--- src/rtl/xp_pkg.sv ---
package xp_pkg;
  localparam logic [2:0] OP_REQ     = 3'd1;
  localparam logic [2:0] OP_ACCEPT  = 3'd2;
  localparam logic [2:0] OP_REJECT  = 3'd3;
  localparam logic [2:0] OP_TEAR    = 3'd4;
  localparam logic [2:0] OP_TEARDN  = 3'd5;

  localparam logic [1:0] PORT_LOC   = 2'd0;
  localparam logic [1:0] PORT_LEFT  = 2'd1;
  localparam logic [1:0] PORT_RIGHT = 2'd2;
  localparam int         N_PORTS    = 3;
endpackage

--- src/rtl/xp_route.sv ---
module xp_route #(
  parameter int AW     = 3,
  parameter int MY_IDX = 3
) (
  input  logic [AW-1:0] addr,
  output logic [1:0]    port
);
  import xp_pkg::*;
  localparam logic [AW-1:0] SELF = AW'(MY_IDX);

  always_comb begin
    if (addr < SELF)      port = PORT_LEFT;
    else if (addr > SELF) port = PORT_RIGHT;
    else                  port = PORT_LOC;
  end
endmodule

--- src/rtl/xp_seg_table.sv ---
module xp_seg_table #(
  parameter int K_SEG = 4,
  parameter int AW    = 3,
  localparam int IW   = (K_SEG > 1) ? $clog2(K_SEG) : 1
) (
  input  logic              clk,
  input  logic              rst,
  input  logic [AW-1:0]     key_src,
  input  logic [AW-1:0]     key_dst,
  input  logic              alloc_en,
  input  logic [3:0]        alloc_route,
  input  logic              rel_en,
  input  logic [IW-1:0]     rel_idx,
  output logic              free_found,
  output logic [IW-1:0]     free_idx,
  output logic              match_found,
  output logic [IW-1:0]     match_idx,
  output logic [K_SEG-1:0]  used,
  output logic [4*K_SEG-1:0] route
);
  logic [AW-1:0] src_r [K_SEG];
  logic [AW-1:0] dst_r [K_SEG];

  // ascending scan: the last hit is the highest index
  always_comb begin
    free_found  = 1'b0;
    free_idx    = '0;
    match_found = 1'b0;
    match_idx   = '0;
    for (int i = 0; i < K_SEG; i++) begin
      if (!used[i]) begin
        free_found = 1'b1;
        free_idx   = IW'(i);
      end
      if (used[i] && src_r[i] == key_src && dst_r[i] == key_dst) begin
        match_found = 1'b1;
        match_idx   = IW'(i);
      end
    end
  end

  for (genvar g = 0; g < K_SEG; g++) begin : g_ent
    always_ff @(posedge clk) begin
      if (rst) begin
        used[g]          <= 1'b0;
        src_r[g]         <= '0;
        dst_r[g]         <= '0;
        route[4*g +: 4]  <= '0;
      end else if (alloc_en && free_idx == IW'(g)) begin
        used[g]          <= 1'b1;
        src_r[g]         <= key_src;
        dst_r[g]         <= key_dst;
        route[4*g +: 4]  <= alloc_route;
      end else if (rel_en && rel_idx == IW'(g)) begin
        used[g]          <= 1'b0;
      end
    end
  end
endmodule

--- src/rtl/xp_ctrl.sv ---
module xp_ctrl #(
  parameter int N_PE   = 8,
  parameter int K_SEG  = 4,
  parameter int MY_IDX = 3,
  localparam int AW    = $clog2(N_PE),
  localparam int IW    = (K_SEG > 1) ? $clog2(K_SEG) : 1
) (
  input  logic                 clk,
  input  logic                 rst,
  input  logic                 cmd_valid,
  output logic                 cmd_ready,
  input  logic [2:0]           cmd_op,
  input  logic [AW-1:0]        cmd_src,
  input  logic [AW-1:0]        cmd_dst,
  output logic [2:0]           out_vld,
  output logic [8:0]           out_op,
  output logic [3*AW-1:0]      out_src,
  output logic [3*AW-1:0]      out_dst,
  output logic [K_SEG-1:0]     seg_used,
  output logic [4*K_SEG-1:0]   seg_route
);
  import xp_pkg::*;

  logic          busy_q;
  logic [2:0]    op_q;
  logic [AW-1:0] src_q, dst_q;
  logic [1:0]    p_src, p_dst;
  logic          free_found, match_found;
  logic [IW-1:0] free_idx, match_idx;
  logic          alloc_en, rel_en;
  logic [2:0]    nxt_vld;
  logic [2:0]    nxt_op [N_PORTS];
  logic [2:0]    op_r   [N_PORTS];
  logic [AW-1:0] osrc_q, odst_q;

  assign cmd_ready = !busy_q;

  // stage 1: latch the queue head
  always_ff @(posedge clk) begin
    if (rst) begin
      busy_q <= 1'b0;
      op_q   <= '0;
      src_q  <= '0;
      dst_q  <= '0;
    end else begin
      busy_q <= cmd_valid && !busy_q;
      if (cmd_valid && !busy_q) begin
        op_q  <= cmd_op;
        src_q <= cmd_src;
        dst_q <= cmd_dst;
      end
    end
  end

  xp_route #(.AW(AW), .MY_IDX(MY_IDX)) u_rt_src (.addr(src_q), .port(p_src));
  xp_route #(.AW(AW), .MY_IDX(MY_IDX)) u_rt_dst (.addr(dst_q), .port(p_dst));

  xp_seg_table #(.K_SEG(K_SEG), .AW(AW)) u_tbl (
    .clk(clk), .rst(rst),
    .key_src(src_q), .key_dst(dst_q),
    .alloc_en(alloc_en), .alloc_route({p_src, p_dst}),
    .rel_en(rel_en), .rel_idx(match_idx),
    .free_found(free_found), .free_idx(free_idx),
    .match_found(match_found), .match_idx(match_idx),
    .used(seg_used), .route(seg_route)
  );

  // stage 2: decide, update the table, build the outgoing commands
  always_comb begin
    alloc_en = busy_q && op_q == OP_ACCEPT && !match_found && free_found;
    rel_en   = busy_q && op_q == OP_TEAR && match_found;
    for (int i = 0; i < N_PORTS; i++) begin
      nxt_vld[i] = 1'b0;
      nxt_op[i]  = '0;
      if (busy_q) begin
        case (op_q)
          OP_REQ, OP_TEAR: if (p_dst == 2'(i)) begin
            nxt_vld[i] = 1'b1; nxt_op[i] = op_q;
          end
          OP_REJECT, OP_TEARDN: if (p_src == 2'(i)) begin
            nxt_vld[i] = 1'b1; nxt_op[i] = op_q;
          end
          OP_ACCEPT: begin
            if (match_found || free_found) begin
              if (p_src == 2'(i)) begin
                nxt_vld[i] = 1'b1; nxt_op[i] = OP_ACCEPT;
              end
            end else begin
              if (p_dst == 2'(i)) begin
                nxt_vld[i] = 1'b1; nxt_op[i] = OP_TEAR;
              end
              if (p_src == 2'(i)) begin
                nxt_vld[i] = 1'b1; nxt_op[i] = OP_REJECT;
              end
            end
          end
          default: ;
        endcase
      end
    end
  end

  always_ff @(posedge clk) begin
    if (rst) begin
      out_vld <= '0;
      osrc_q  <= '0;
      odst_q  <= '0;
      for (int i = 0; i < N_PORTS; i++) op_r[i] <= '0;
    end else begin
      out_vld <= nxt_vld;
      osrc_q  <= src_q;
      odst_q  <= dst_q;
      for (int i = 0; i < N_PORTS; i++) op_r[i] <= nxt_op[i];
    end
  end

  for (genvar g = 0; g < N_PORTS; g++) begin : g_out
    assign out_op[3*g +: 3]    = op_r[g];
    assign out_src[AW*g +: AW] = osrc_q;
    assign out_dst[AW*g +: AW] = odst_q;
  end
endmodule

--- config.mk ---
export PLATFORM = sky130hd
export DESIGN_NAME = xp_ctrl
export DESIGN_NICKNAME = d
export VERILOG_FILES = /design/src/rtl/xp_pkg.sv /design/src/rtl/xp_route.sv /design/src/rtl/xp_seg_table.sv /design/src/rtl/xp_ctrl.sv
export SDC_FILE = /design/constraint.sdc
export NUM_CORES = 1
export LEC_CHECK = 0
export BUFFER_PORTS_ARGS = -buffer_cell sky130_fd_sc_hd__buf_2
export CAP_MARGIN = 20
export CORE_ASPECT_RATIO = 1.4
export CORE_UTILIZATION = 45
export DETAILED_ROUTE_END_ITERATION = 8
export GPL_TIMING_DRIVEN = 0
export PLACE_DENSITY = 0.67
export REMOVE_ABC_BUFFERS = 1
export SLEW_MARGIN = 20
export SYNTH_ARGS = -nofsm -noshare
export SYNTH_HDL_FRONTEND = slang
export SYNTH_SLANG_ARGS = --single-unit
--- constraint.sdc ---
create_clock -name clk -period 3 [get_ports clk]
set_clock_uncertainty 0.05 [all_clocks]
set_input_delay 0.45 -clock clk [delete_from_list [all_inputs] [get_ports clk]]
set_output_delay 0.45 -clock clk [all_outputs]
set_load 0.01 [all_outputs]
**After elaboration in Yosys (flattened, before gate mapping)**

Memory sizes are Yosys's and may differ from the RTL's.
Index checks and enable logic that the tools add are counted.

- Equality and inequality tests: 23
- Reductions and logical operators: 36
- Bitwise operators: 12
- Magnitude comparators: 4
- Mux-type cells: 91

Operator list:

| kind | number |
|---|---|
| $mux W3 | 29 |
| $mux W1 | 45 |
| $pmux W3 S3 | 3 |
| $eq A3 B3 Y1 | 8 |
| $logic_and A1 B1 Y1 | 22 |
| $mux W2 | 11 |
| $eq A2 B2 Y1 const B | 6 |
| $or A1 B1 Y1 | 11 |
| $pmux W1 S3 | 3 |
| $eq A2 B1 Y1 const B | 4 |
| $logic_not A2 Y1 | 4 |
| $reduce_bool A2 Y1 | 4 |
| $eq A3 B2 Y1 const B | 2 |
| $eq A3 B3 Y1 const B | 2 |
| $gt A3 B2 Y1 const B | 2 |
| $lt A3 B2 Y1 const B | 2 |
| $reduce_or A2 Y1 | 3 |
| $eq A3 B1 Y1 const B | 1 |
| $logic_not A1 Y1 | 2 |
| $logic_or A1 B1 Y1 | 1 |
| $not A1 Y1 | 1 |

- Memories kept: 3
- RAM bits: 33
- Register bits after elaboration: 39
- Output and inout port bits: 51

Memory list:

| name | words | bits a word | read ports | clocked after memory_dff | wr ports | line | source |
|---|---|---|---|---|---|---|---|
| u_tbl.dst_r | 4 | 3 | 4 | 0 | 4 | xp_seg_table.sv:22 | `logic [AW-1:0] dst_r [K_SEG];` |
| u_tbl.src_r | 4 | 3 | 4 | 0 | 4 | xp_seg_table.sv:21 | `logic [AW-1:0] src_r [K_SEG];` |
| op_r | 3 | 3 | 3 | 0 | 3 | xp_ctrl.sv:33 | `logic [2:0] op_r [N_PORTS];` |

**Longest topological paths before layout**

Gate-level depths: netlist (run 1).
An unclocked memory read counts as a cell.

- Depth in word-level cells: 16
- Depth in mapped cells: 8
- Gate-level depth less buffers: 6

**By module**

Synthesis (run 1) repeated with hierarchy kept, for this count alone.

- Cells, all modules: 280
- Area, all modules: 3178.0 µm²

By module, submodules not included:

| module | area an instance (µm²) | seq. area each (µm²) | times used | cells an instance |
|---|---|---|---|---|
| xp_seg_table | 1948.1 | 1121.1 | 1 | 159 |
| xp_ctrl | 1204.9 | 560.5 | 1 | 117 |
| xp_route | 12.5 | 0.0 | 2 | 2 |

**Worst setup path after synthesis (run 1)**

Ideal clock, no wire load.

- Path type: flip-flop to flip-flop
- From: reg src_q[0]
- To: mem u_tbl.dst_r[1][0] (enable)
- Data required time: 2.628 ns
- Path slack: 0.977 ns
- Setup time: 0.322 ns
- Data arrival time: 1.651 ns
- Cell stages (with the launch flop): 8
- Cell sequence: dfxtp_1 > buf_4 > xnor2_1 > nand4_2 > nor4_4 > nor4b_4 > nand2_2 > nand2b_1

RTL lines:

| element | line | source |
|---|---|---|
| start, declared | xp_ctrl.sv:26 | `logic [AW-1:0] src_q, dst_q;` |
| start signal, assigned | xp_ctrl.sv:49 | `src_q <= cmd_src;` |
| end, declared | xp_seg_table.sv:22 |  |

==> flow_summary.yaml, run 1 <==
run_status:
  result_of_the_run: "finished, final reports clean"
yosys:
  netlist_area_pre_place_sq_um: 3350
  count_of_flip_flops_with_a_built_in_enable_after_synthesis: 24
  synth_top_area_share: 0.287
  dominantRegCellSynth: "sky130_fd_sc_hd__dfxtp_1"
  synth.yosys.seq_area_share: 0.502
  postSynthAreaPerCell_sq_um: 10.1
  synthesis_stage_register_bit_count: 72
  synth_cells: 330
  yosys_warnings: 0
  yosysTopAreaCell: "sky130_fd_sc_hd__dfxtp_1"
  synth_cell_types: 47
  ys_async_sr_fraction: 0
  ys_top_cells_by_area: "sky130_fd_sc_hd__dfxtp_1 29%, sky130_fd_sc_hd__edfxtp_1 22%, sky130_fd_sc_hd__xnor2_1 3.9%"
clock_network:
  tritoncts: "built"
  postCtsHoldBufs: 0
  numClockSinks: 72
  clk-insertion-delay-late_ns: 0.35
  cts_buffers: 9
  cts_setup_buffers: 0
  clkSlewWorstSetupHoldPaths_ns: 0.08
  cts.root.buffer_cell: "sky130_fd_sc_hd__clkbuf_8"
  clock_path_buffers: 2
  cts.repair.resized: 0
  htree_levels: 3
finish:
  sequential_cell_area_sq_um: 1680
  nets: 384
  multiInputGateArea_sq_um: 1420
  post_route_cells_drive_above_1_share: 0.279
  nFillCells: 669
  diodes: 0
  area_delta_synth_final_pct: 14.4
global_route:
  antenna_found_initial: 0
  global_route.usage.total: 0.189
  global_route_wire_length_before_repair_um: 11000
  largest_net_degree_at_the_start_of_global_routing: 38
  vias_in_the_first_global_route: 2240
  globalRouteOverflowTotal: 0
power_and_ir_drop:
  power.ir.vdd_worst_mv: 0.345
  leakagePower_nw: 1.53
  power_density_nw_per_um2: 587
setup_path:
  worst-path-max-fanout: 12
  worst_setup_path_start_kind: "flop"
  path_class: "reg2reg"
  critPathCaptureType: "flop"
  cp_data_required_time_ns: 2.98
  critical_path.reg2reg.endpoint: "u_tbl.src_r[3][2]$_SDFFCE_PN0P_"
  crit_end: "u_tbl.src_r[3][2]$_SDFFCE_PN0P_"
  worst_r2r_path_depth: 6
  setup.reg_to_reg.worst_slack_ns: 0.31
  cp.arrival_ns: 2.67
  crit_path_launch: "op_q[1]$_SDFFE_PP0P_"
  r2r-start: "op_q[1]$_SDFFE_PP0P_"
timing:
  finalSetupViolCount: 0
  finalMaxSlewViolations: 0
  setup-tns-final_ns: 0
  tightestPinTransition_ns: 0.643
  max-slew-margin-rel: 0.572
  unrepaired_setup_endpoints_after_global_routing: "false"
  layout_worst_path_cycle_share: 0.897
  layout_setup_ws_ns: 0.310
  period_needed_ns: 2.69
  final_hold_vio_count: 0
  clock.fmax_ghz: 0.372
floorplanning:
  core_area_sq_um: 7070
  start_util: 0.473
  total_die_area_sq_um: 7790
  floorplan.die.height_um: 104
  placement_rows: 36
  ioPinCount: 63
  fp.dieW_um: 74.9
detailed_routing:
  vias: 2395
  routedWlPerCell_um: 14.3
  first_pass_iters: 4
  detail_route.vias_per_cell: 5.07
  wl_um: 6760
  first_iter_violations: 185
  remaining_drc_errors: 0
  antenna_left: 0
worst_hold_path:
  hold_path_depth: 2
  min-delay-path-class: "in2reg"
placement:
  place.detailed.hpwl_um: 4640
  gp_routability_congestion: 0.808
  numPortBuffers: 62
  post-place-ws_ns: 0.150
job:
  drv.max_cap_violation_count: 0
[cells in the final DEF (no fill, tap or decap), types with 3 or more instances in the layout]
master	instances
sky130_fd_sc_hd__buf_2	62
sky130_fd_sc_hd__dfxtp_1	46
sky130_fd_sc_hd__nor2_1	33
sky130_fd_sc_hd__edfxtp_1	24
sky130_fd_sc_hd__nand2_1	18
sky130_fd_sc_hd__o21ai_1	17
sky130_fd_sc_hd__xnor2_1	15
sky130_fd_sc_hd__nand2b_1	15
sky130_fd_sc_hd__a21oi_1	14
sky130_fd_sc_hd__o21ai_0	13
sky130_fd_sc_hd__nand3_1	11
sky130_fd_sc_hd__inv_1	10
sky130_fd_sc_hd__nor2b_1	9
sky130_fd_sc_hd__o22a_1	9
sky130_fd_sc_hd__clkbuf_8	9
sky130_fd_sc_hd__nor3_1	7
sky130_fd_sc_hd__xor2_2	6
sky130_fd_sc_hd__mux2i_1	6
sky130_fd_sc_hd__o22ai_1	6
sky130_fd_sc_hd__xor2_1	3
sky130_fd_sc_hd__nand3b_1	3
sky130_fd_sc_hd__or2_2	3
sky130_fd_sc_hd__bufinv_16	3
[synth_stat cells, drive strengths merged, types with 3 or more instances]
library cell and n:
buf 23, clkbuf 8, o21ai 30, edfxtp 24
or2 3, nor2 34, nand3 12, nand3b 3
o22ai 6, dfxtp 48, nor3 8, nor2b 9
xor2 9, nand4 4, mux2i 6, xnor2 15
nand2b 17, a21oi 14, o22a 9, inv 10
nand2 20
[layout make-up]
type	count	area share
Timing Repair Buffer	62	0.0810
Clock inverter	6	0.0297
Inverter	10	0.00980
Clock buffer	10	0.0389
Multi-Input combinational cell	217	0.370
Tap cell	95	0.0310
Sequential cell	72	0.440
[cells by family (layout without fill, tap and decap cells)]
kind of cell    Yosys count  after routing  synth area share
compound gates           66             66             0.120
xor+xnor                 24             24            0.0762
buf+inv                  41             88            0.0747
flops                    72             72             0.502
mux                       8              8            0.0247
simple gates            119            119             0.203
[stage by stage]
stage	util	cells	area (sq um)	hold slack [ns]	power [mW]
2_1_floorplan	-	299	3140	0.442	1.22
3_3_place_gp	0.504	456	3560	0.415	1.29
3_5_place_dp	0.504	456	3560	0.419	1.29
4_1_cts	0.541	472	3830	0.260	2.26
5_1_grt	0.542	472	3830	0.264	2.32
6_report	0.542	472	3830	0.270	2.25
[worst max-delay path, cell delays in order (launching register included)]
cell,delay (ns)
sky130_fd_sc_hd__dfxtp_1,0.60
sky130_fd_sc_hd__nand2b_2,0.23
sky130_fd_sc_hd__nor2_2,0.17
sky130_fd_sc_hd__o211ai_2,0.13
sky130_fd_sc_hd__nor4b_4,0.57
sky130_fd_sc_hd__nand2b_2,0.30
sky130_fd_sc_hd__nand2b_1,0.31
[routing by layer]
layer | global-route usage | share of wire
met1 | 0.225 | 0.43
met2 | 0.313 | 0.51
met3 | 0.0465 | 0.034
met4 | 0.0822 | 0.022
met5 | 0 | 0
[worst min-delay path by stage]
| stage | start | endpoint |
|---|---|---|
| floorplan | u_tbl.route[0]$_SDFFE_PP0P_ | u_tbl.route[0]$_SDFFE_PP0P_ |
| global placement | u_tbl.route[1]$_SDFFE_PP0P_ | u_tbl.route[1]$_SDFFE_PP0P_ |
| detailed placement | u_tbl.route[1]$_SDFFE_PP0P_ | u_tbl.route[1]$_SDFFE_PP0P_ |
| CTS | cmd_dst[0] | dst_q[0]$_SDFFE_PP0P_ |
| global route | cmd_dst[0] | dst_q[0]$_SDFFE_PP0P_ |
| finish | cmd_dst[0] | dst_q[0]$_SDFFE_PP0P_ |
[registers in the layout, indices dropped and copies added (netlist names), 4 cells and up]
| register | cells |
|---|---|
| u_tbl.route | 16 |
| u_tbl.dst_r | 12 |
| u_tbl.src_r | 12 |
| op_r | 9 |
| u_tbl.used | 4 |
[where the power goes]
group,switching (mW),internal (mW)
Sequential,0.0515,1.03
Clock,0.376,0.604
Combinational,0.104,0.0771
Total,0.531,1.72
No activity file was read; power rests on OpenSTA's default activity.
==> inputs of run 2 (changes only) <==
--- a/config.mk
+++ b/config.mk
@@ -5,6 +5,7 @@
 export SDC_FILE = /design/constraint.sdc
 export NUM_CORES = 1
 export LEC_CHECK = 0
+export ABC_AREA = 1
 export BUFFER_PORTS_ARGS = -buffer_cell sky130_fd_sc_hd__buf_2
 export CAP_MARGIN = 20
 export CORE_ASPECT_RATIO = 1.4
==> run 2 against run 1 <==
Largest power group unchanged. Critical endpoint is now u_tbl.dst_r[0][1]$_SDFFCE_PN0P_. Hold slack gained 0.028 ns. Count of clock-buffer cells in the layout is 1 lower. Largest cell class unchanged. Clock power shrank 5.6%. Non-clock buffer count unchanged. Critical path depth up 3.
==> flow_summary.yaml, run 2 <==
timing:
  max-slew-margin-rel: 0.331
  unrepaired_setup_endpoints_after_global_routing: "false"
  setup-tns-final_ns: 0
  period_needed_ns: 2.73
  whs_ns: 0.297
  clock.fmax_ghz: 0.367
  final_hold_vio_count: 0
  tightestPinTransition_ns: 1.00
  layout_setup_ws_ns: 0.273
  layout_worst_path_cycle_share: 0.909
  finalMaxSlewViolations: 0
  finalSetupViolCount: 0
clock_network:
  htree_levels: 3
  cts_setup_buffers: 0
  clk-insertion-delay-late_ns: 0.35
  cts.root.buffer_cell: "sky130_fd_sc_hd__clkbuf_8"
  postCtsHoldBufs: 0
  numClockSinks: 72
  cts.repair.resized: 0
  clkSlewWorstSetupHoldPaths_ns: 0.07
  clock_path_buffers: 2
  cts_buffers: 9
  tritoncts: "built"
yosys:
  ys_top_cells_by_area: "sky130_fd_sc_hd__dfxtp_1 28%, sky130_fd_sc_hd__edfxtp_1 21%, sky130_fd_sc_hd__nand2_1 12%"
  largest_family_of_logic_cells_by_synthesized_area: "simple AND/OR/NAND/NOR gates"
  synth_cells: 452
  post-synth-top-count-cell: "sky130_fd_sc_hd__nand2_1"
  synth_compound_area_frac: 0.0539
  synth_cell_types: 31
  post_synth_and_or_nand_nor_area_fraction: 0.337
  postSynthAreaPerCell_sq_um: 7.60
  ys_async_sr_fraction: 0
  netlist_area_pre_place_sq_um: 3440
  synthMuxAreaShare: 0
  post_synth_xor_area_fraction: 0.0102
  dominantRegCellSynth: "sky130_fd_sc_hd__dfxtp_1"
  synth_top_area_share: 0.280
  synth.yosys.seq_area_share: 0.489
  count_of_flip_flops_with_a_built_in_enable_after_synthesis: 24
  yosys_warnings: 0
  netlist_top_cells_count: "113 x sky130_fd_sc_hd__nand2_1, 69 x sky130_fd_sc_hd__nor2_1, 56 x sky130_fd_sc_hd__inv_1"
  synth_fa_ha_area_frac: 0
  synthesis_stage_register_bit_count: 72
  yosysTopAreaCell: "sky130_fd_sc_hd__dfxtp_1"
power_and_ir_drop:
  leakagePower_nw: 1.99
  power.ir.vdd_worst_mv: 0.416
  totalPowerFinal_mw: 2.21
  power_density_nw_per_um2: 556
global_route:
  global_route.usage.total: 0.225
  global_route_wire_length_before_repair_um: 13100
  vias_in_the_first_global_route: 2798
  antenna_found_initial: 0
  largest_net_degree_at_the_start_of_global_routing: 35
  globalRouteOverflowTotal: 0
floorplanning:
  start_util: 0.467
  total_die_area_sq_um: 8000
  placement_rows: 37
  fp.dieW_um: 75.9
  core_area_sq_um: 7360
  ioPinCount: 63
  floorplan.die.height_um: 105
finish:
  max_flop_register: "u_tbl.route"
  nets: 517
  layout_common_cells: "113 x sky130_fd_sc_hd__nand2_1, 69 x sky130_fd_sc_hd__nor2_1, 62 x sky130_fd_sc_hd__buf_2"
  post_route_cells_drive_above_1_share: 0.200
  largest_reg_flops: 16
  top_regs: "u_tbl.route: 16 flops, u_tbl.dst_r: 12 flops, u_tbl.src_r: 12 flops"
  fin_cells: 607
  diodes: 0
  final_common_cell: "sky130_fd_sc_hd__nand2_1"
  multiInputGateArea_sq_um: 1380
  sequential_cell_area_sq_um: 1680
  nFillCells: 706
  area_delta_synth_final_pct: 15.6
setup_path:
  setup.reg_to_reg.worst_slack_ns: 0.27
  critPathCaptureType: "flop"
  cp_data_required_time_ns: 2.97
  worst-path-max-fanout: 16
  path_class: "reg2reg"
  cp.arrival_ns: 2.70
  worst_setup_path_start_kind: "flop"
detailed_routing:
  first_iter_violations: 177
  antenna_left: 0
  routedWlPerCell_um: 13.5
  detail_route.vias_per_cell: 4.99
  first_pass_iters: 4
  remaining_drc_errors: 0
  wl_um: 8210
  vias: 3026
run_status:
  result_of_the_run: "finished, final reports clean"
placement:
  numPlacedInstances: 591
  numPortBuffers: 62
  post-place-ws_ns: 0.301
  gp_routability_congestion: 0.887
  place.detailed.hpwl_um: 6030
job:
  drv.max_cap_violation_count: 0
worst_hold_path:
  min-delay-path-class: "in2reg"
[run 2: layout make-up]
type,instances,area share
sequential,72,0.423
multi-input combinational,297,0.347
timing repair buffer,62,0.0781
inverter,63,0.0601
clock buffer,9,0.0312
tap,97,0.0305
clock inverter,7,0.0302
[run 2: path summary, 6_finish.rpt]
path,start,endpoint,cells past startpoint
min reg2reg,u_tbl.route[13]$_SDFFE_PP0P_,u_tbl.route[13]$_SDFFE_PP0P_,2
min,cmd_dst[1],dst_q[1]$_SDFFE_PP0P_,3
max reg2reg,src_q[2]$_SDFFE_PP0P_,u_tbl.dst_r[0][1]$_SDFFCE_PN0P_,9
max,src_q[2]$_SDFFE_PP0P_,u_tbl.dst_r[0][1]$_SDFFCE_PN0P_,9
[run 2: critical path, cell delays in order, from the launching register on]
cell,delay (ns)
sky130_fd_sc_hd__dfxtp_1,0.67
sky130_fd_sc_hd__clkinv_1,0.49
sky130_fd_sc_hd__a21oi_1,0.27
sky130_fd_sc_hd__nand3_1,0.10
sky130_fd_sc_hd__nor2_2,0.20
sky130_fd_sc_hd__nor2_4,0.09
sky130_fd_sc_hd__nand2_4,0.12
sky130_fd_sc_hd__nor2_8,0.08
sky130_fd_sc_hd__nand2_4,0.14
sky130_fd_sc_hd__nand2_1,0.19
[run 2: logic make-up (layout without fill, tap and decap cells)]
| logic type | count (synthesis) | in the layout |
|---|---|---|
| compound gates | 35 | 35 |
| xor+xnor | 4 | 4 |
| buf+inv | 83 | 141 |
| flops | 72 | 72 |
| simple gates | 258 | 258 |
[run 2: where the power goes]
part	switching, mW	total [mW]	internal [mW]
logic	0.144	0.212	0.0672
clock network	0.371	0.924	0.553
registers	0.0368	1.07	1.04
[run 2: through the flow]
stage          instance area, sq um  utilization
3_5_place_dp                   3730        0.507
5_1_grt                        3970        0.540
3_3_place_gp                   3730        0.507
4_1_cts                        3970        0.540
6_report                       3970        0.540
2_1_floorplan                  3300            -
[run 2: per-layer routing]
| metal | global-route usage | vias to the layer above | part of all wire |
|---|---|---|---|
| li1 | - | 1539 | - |
| met1 | 0.278 | 1362 | 0.40 |
| met2 | 0.359 | 101 | 0.51 |
| met3 | 0.0354 | 24 | 0.054 |
| met4 | 0.130 | 0 | 0.032 |
| met5 | 0 | - | 0 |
